===== src/rtl/ts_capture_pkg.sv =====
package ts_capture_pkg;
  localparam int WORD_W = 32;
  localparam int TIME_W = 2 * WORD_W;
  localparam int NPATH  = 2;
  localparam int REGS_PER_PATH = 3;

  localparam int CTRL_VALID_BIT = 0;
  localparam int CTRL_EN_BIT    = 4;
  localparam int TX_REQ_BIT     = 19;
  localparam int RX_STAT_BIT    = 16;

  typedef enum logic [2:0] {
    SEL_TX_CTRL = 3'd0,
    SEL_TX_LO   = 3'd1,
    SEL_TX_HI   = 3'd2,
    SEL_RX_CTRL = 3'd3,
    SEL_RX_LO   = 3'd4,
    SEL_RX_HI   = 3'd5
  } reg_sel_e;
endpackage


===== src/rtl/ts_path.sv =====
module ts_path #(
  parameter int TIME_W = 64
) (
  input  logic              clk,
  input  logic              rst,
  input  logic              sof,
  input  logic              req,
  input  logic [TIME_W-1:0] cur_time,
  input  logic              en_we,
  input  logic              en_d,
  input  logic              release_rd,
  output logic              valid,
  output logic              en,
  output logic [TIME_W-1:0] stamp,
  output logic              stamped
);
  logic cap;
  assign cap = sof & req & en & ~valid;

  always_ff @(posedge clk) begin
    if (rst) begin
      valid   <= 1'b0;
      en      <= 1'b0;
      stamp   <= '0;
      stamped <= 1'b0;
    end else begin
      if (en_we) en <= en_d;
      stamped <= cap;
      if (cap) begin
        stamp <= cur_time;
        valid <= 1'b1;
      end else if (release_rd) begin
        valid <= 1'b0;
      end
    end
  end
endmodule


===== src/rtl/ts_regread.sv =====
module ts_regread
  import ts_capture_pkg::*;
(
  input  logic                        clk,
  input  logic                        rst,
  input  logic                        rd,
  input  logic [2:0]                  addr,
  input  logic [NPATH-1:0]            valid,
  input  logic [NPATH-1:0]            en,
  input  logic [NPATH-1:0][TIME_W-1:0] stamp,
  output logic [WORD_W-1:0]           rdata
);
  logic [WORD_W-1:0] mux;

  function automatic logic [WORD_W-1:0] ctrl_word(input logic v, input logic e);
    logic [WORD_W-1:0] w;
    w = '0;
    w[CTRL_VALID_BIT] = v;
    w[CTRL_EN_BIT]    = e;
    return w;
  endfunction

  always_comb begin
    case (reg_sel_e'(addr))
      SEL_TX_CTRL: mux = ctrl_word(valid[0], en[0]);
      SEL_TX_LO:   mux = stamp[0][WORD_W-1:0];
      SEL_TX_HI:   mux = stamp[0][TIME_W-1:WORD_W];
      SEL_RX_CTRL: mux = ctrl_word(valid[1], en[1]);
      SEL_RX_LO:   mux = stamp[1][WORD_W-1:0];
      SEL_RX_HI:   mux = stamp[1][TIME_W-1:WORD_W];
      default:     mux = '0;
    endcase
  end

  always_ff @(posedge clk) begin
    if (rst)     rdata <= '0;
    else if (rd) rdata <= mux;
  end
endmodule


===== src/rtl/ts_capture_latch.sv =====
module ts_capture_latch
  import ts_capture_pkg::*;
(
  input  logic              clk,
  input  logic              rst,
  input  logic [63:0]       cur_time,
  input  logic              tx_sof,
  input  logic [31:0]       tx_cmd,
  input  logic              rx_sof,
  input  logic              rx_qual,
  input  logic              reg_wr,
  input  logic              reg_rd,
  input  logic [2:0]        reg_addr,
  input  logic [31:0]       reg_wdata,
  output logic [31:0]       reg_rdata,
  output logic              tx_stamped,
  output logic [31:0]       rx_status
);
  logic [NPATH-1:0]             sof_v;
  logic [NPATH-1:0]             req_v;
  logic [NPATH-1:0]             valid_v;
  logic [NPATH-1:0]             en_v;
  logic [NPATH-1:0]             stamped_v;
  logic [NPATH-1:0][TIME_W-1:0] stamp_v;

  logic unused_in_bits;
  assign unused_in_bits = ^(tx_cmd & ~(32'h1 << TX_REQ_BIT)) ^
                          ^(reg_wdata & ~(32'h1 << CTRL_EN_BIT));

  assign sof_v = {rx_sof, tx_sof};
  assign req_v = {rx_qual, tx_cmd[TX_REQ_BIT]};

  for (genvar p = 0; p < NPATH; p++) begin : g_path
    localparam logic [2:0] CTRL_A = 3'(p * REGS_PER_PATH);
    localparam logic [2:0] HI_A   = 3'(p * REGS_PER_PATH + 2);
    ts_path #(.TIME_W(TIME_W)) u_path (
      .clk        (clk),
      .rst        (rst),
      .sof        (sof_v[p]),
      .req        (req_v[p]),
      .cur_time   (cur_time),
      .en_we      (reg_wr && reg_addr == CTRL_A),
      .en_d       (reg_wdata[CTRL_EN_BIT]),
      .release_rd (reg_rd && reg_addr == HI_A),
      .valid      (valid_v[p]),
      .en         (en_v[p]),
      .stamp      (stamp_v[p]),
      .stamped    (stamped_v[p])
    );
  end

  ts_regread u_rd (
    .clk   (clk),
    .rst   (rst),
    .rd    (reg_rd),
    .addr  (reg_addr),
    .valid (valid_v),
    .en    (en_v),
    .stamp (stamp_v),
    .rdata (reg_rdata)
  );

  assign tx_stamped = stamped_v[0];
  always_comb begin
    rx_status = '0;
    rx_status[RX_STAT_BIT] = stamped_v[1];
  end
endmodule


===== config.mk =====
export PLATFORM = sky130hd
export DESIGN_NAME = ts_capture_latch
export DESIGN_NICKNAME = d
export VERILOG_FILES = /design/src/rtl/ts_capture_pkg.sv /design/src/rtl/ts_path.sv /design/src/rtl/ts_regread.sv /design/src/rtl/ts_capture_latch.sv
export SDC_FILE = /design/constraint.sdc
export NUM_CORES = 1
export LEC_CHECK = 0
export ABC_CLOCK_PERIOD_IN_PS = 1800
export BUFFER_PORTS_ARGS = -buffer_cell sky130_fd_sc_hd__buf_4
export CAP_MARGIN = 10
export CORE_ASPECT_RATIO = 0.5
export CORE_UTILIZATION = 52
export DETAILED_ROUTE_END_ITERATION = 7
export GPL_TIMING_DRIVEN = 0
export PLACE_DENSITY = 0.8
export SETUP_SLACK_MARGIN = 0.2
export SKIP_LAST_GASP = 1
export SYNTH_ARGS = -nofsm -noshare
export SYNTH_HDL_FRONTEND = slang
export SYNTH_SLANG_ARGS = --single-unit

===== constraint.sdc =====
create_clock -name clk -period 1.8 [get_ports clk]
set_input_delay 0.18 -clock clk [delete_from_list [all_inputs] [get_ports clk]]
set_output_delay 0.18 -clock clk [all_outputs]
set_load 0.02 [all_outputs]

==> out/summary.txt <==
Setup CP Type: reg -> reg
Clk sink count: 166
Setup Buffers After CTS: 0
Die W: 163 um
Final worst path period share: 0.813
Worst slack at placement: 261 ps
DR DRC count: 2
Tmin final: 1460 ps
Arrival time at the worst endpoint: 1800 ps
Crit-path slowest cell: dfxtp_1
Avg Cell Area, Syn: 8.34 um^2
Commonest cells post-synth: nand2_1 (256), dfxtp_1 (166), a21oi_1 (130)
Port Buffer Count: 107
Final WL: 19.5 mm
Vias in the first global route: 5,660
Final Cell Area: 0.00856 mm^2
Pwr dens: 963 mW/mm^2
Max stage delay on crit path: 360 ps
Leakage: 3.25 nW
Clk root buf: clkbuf_16
Via count: 6,415
Mapped cell area: 0.00677 mm^2
CP endpoint kind: flip-flop
Fmax: 683 MHz
Peak VDD IR: 559 uV
Asr flop ratio synth: 0
Netlist cell types: 31
Worst Hold Class: in -> reg
Filler Cells Inserted: 1,031
Detailed placement HPWL: 13.3 mm
Post-Layout Cell Count: 1,151
Yosys top cell area share: 0.491
Critical path buffer and inverter count: 2
Outcome: complete, but fails checks
# setup viols final: 0
Clock buffer count from CTS: 17
Placed instance count: 1,119
Antenna cells: 0
CP Data Required Time: 2140 ps
Die area: 0.0135 mm^2
Crit path cell chain: nand4b_1, buf_2, buf_2, nand2_1, a21oi_1
Clock Tree Buf Depth: 2
Pre-antenna DRT Iters: 8
Largest net degree at the start of global routing: 17
GRT Residual Overflow: 0
Drt initial violations: 610
RR Startpoint: g_path[0].u_path.valid$_SDFFE_PP0P_
Slew headroom: 0.571
CP max FO: 10
Hold Crit Start: cur_time[62]
DR vias/cell: 5.57
Failing checks: DRC
Most frequent cell after synthesis: nand2_1
I/O pin count: 203
Setup Skew: 13.2 ps
Post-synthesis sequential area ratio: 0.491
Ys flop type: dfxtp_1
Final hold slack: 6.64 ps
Core area: 0.0127 mm^2
Hold Vio Cnt, Final: 0
Worst setup SP type: flip-flop
Register Area: 0.00332 mm^2
Area of the multi-input gates: 0.00300 mm^2
CTS tree: yes
YS warnings: 0
Later-pin clock latency in the skew report: 430 ps
DR WL/cell: 17.0 um
Cell mode on critical path: buf_2
Syn-to-layout area delta: 26.4%
H-tree level count: 4
Share of cells above drive strength 1: 0.246
GP Congestion: 0.829
Cell Rows: 29
Library cell with the largest summed area after synthesis: dfxtp_1
Synth area leaders: dfxtp_1 (49%), nand2_1 (14%), a21oi_1 (9.6%)
First-pass GRT wire length: 29.1 mm
Setup TNS: 0 ps
Initial core utilization: 0.533
Initial antenna violation count: 0
Final slew viol count: 0
Post-Syn Instances: 812
Final WS setup: 337 ps
Worst path top cell family by delay: buffers and inverters
Die height: 82.7 um
RSZ-0062 raised after global routing: false
Nets: 1,107
Launch point of the worst path: g_path[0].u_path.valid$_SDFFE_PP0P_
Post-synth EDFFs: 0
Tightest Pin Transition: 644 ps
Antenna viol nets, final: 0
Clock-pin slew on the worst setup and hold paths: 70 ps
Area after DPL: 0.00790 mm^2
# Max-Cap Violations: 0
Gr usage total: 0.286
Yosys reg bits: 166
[layer usage]
metal / vias up / routed length, um / track usage
li1: 3035 / - / -
met1: 3035 / 8380 / 0.372
met2: 313 / 9250 / 0.476
met3: 32 / 1620 / 0.0624
met4: 0 / 264 / 0.0935
met5: - / 0 / 0
[cells in the final DEF, fill, tap and decap left out, drive strengths merged, types with 5 or more instances in the layout]
master / n
nand2: 256
buf: 174
dfxtp: 166
mux2: 31
clkbuf: 55
nand3b: 5
nor2: 9
a22oi: 30
o21ai: 30
conb: 31
a32oi: 30
a21oi: 130
[flip-flops by register name, summed over array words and instances (netlist names)]
register	flops
g_path.u_path.en	2
g_path.u_path.stamp	128
g_path.u_path.stamped	2
g_path.u_path.valid	2
u_rd.rdata	32
[final timing paths]
path | endpoint | slack [ps] | cells past startpoint
setup / recovery | g_path[0].u_path.stamp[46]$_SDFFE_PP0P_ | 340 | 5
setup reg to reg | g_path[0].u_path.stamp[46]$_SDFFE_PP0P_ | 340 | 5
hold reg to reg | g_path[0].u_path.stamp[24]$_SDFFE_PP0P_ | 450 | 2
hold / removal | g_path[0].u_path.stamp[62]$_SDFFE_PP0P_ | 7 | 3
[through the flow]
step	util	power, mW
2_1_floorplan	-	4.07
6_report	0.674	8.24
5_1_grt	0.674	8.43
3_5_place_dp	0.622	4.31
4_1_cts	0.673	8.21
3_3_place_gp	0.622	4.31
[logic make-up (layout without fill, tap and decap cells)]
family,count (synthesis),in the layout,synth area share
flip-flops,166,166,0.491
buffers and inverters,102,241,0.0830
AO/OA/AOI/OAI,226,226,0.198
AND/OR/NAND/NOR,282,282,0.168
multiplexers,35,35,0.0593
other,1,31,0.000554
[area by class of cell]
cell class                 count  area share
multi-input combinational    574       0.350
tap                          170      0.0248
buffer                       101      0.0655
clock buffer                  21      0.0561
clock inverter                10      0.0196
inverter                       1    0.000438
timing repair buffer         108      0.0950
sequential                   166       0.388
[report_power, final]
part	switching (mW)	internal (mW)	leakage (nW)	total (mW)
logic	0.332	0.218	1.59	0.550
clock network	1.52	2.48	0.316	3.99
registers	0.0105	3.69	1.34	3.70
[what timing repair did]
action                     4_1_cts  5_1_grt
setup endpoints to repair        0       20
hold buffers                     0        1
hold endpoints to repair         0        1
resized for setup                0        3
[worst register-to-register path, delay by kind of cell (launching register included)]
family | cells | cell delay, ps
simple gates | 2 | 280
compound gates | 1 | 170
buf+inv | 2 | 560
flops | 1 | 360
Power figures use the tool's default switching activity.
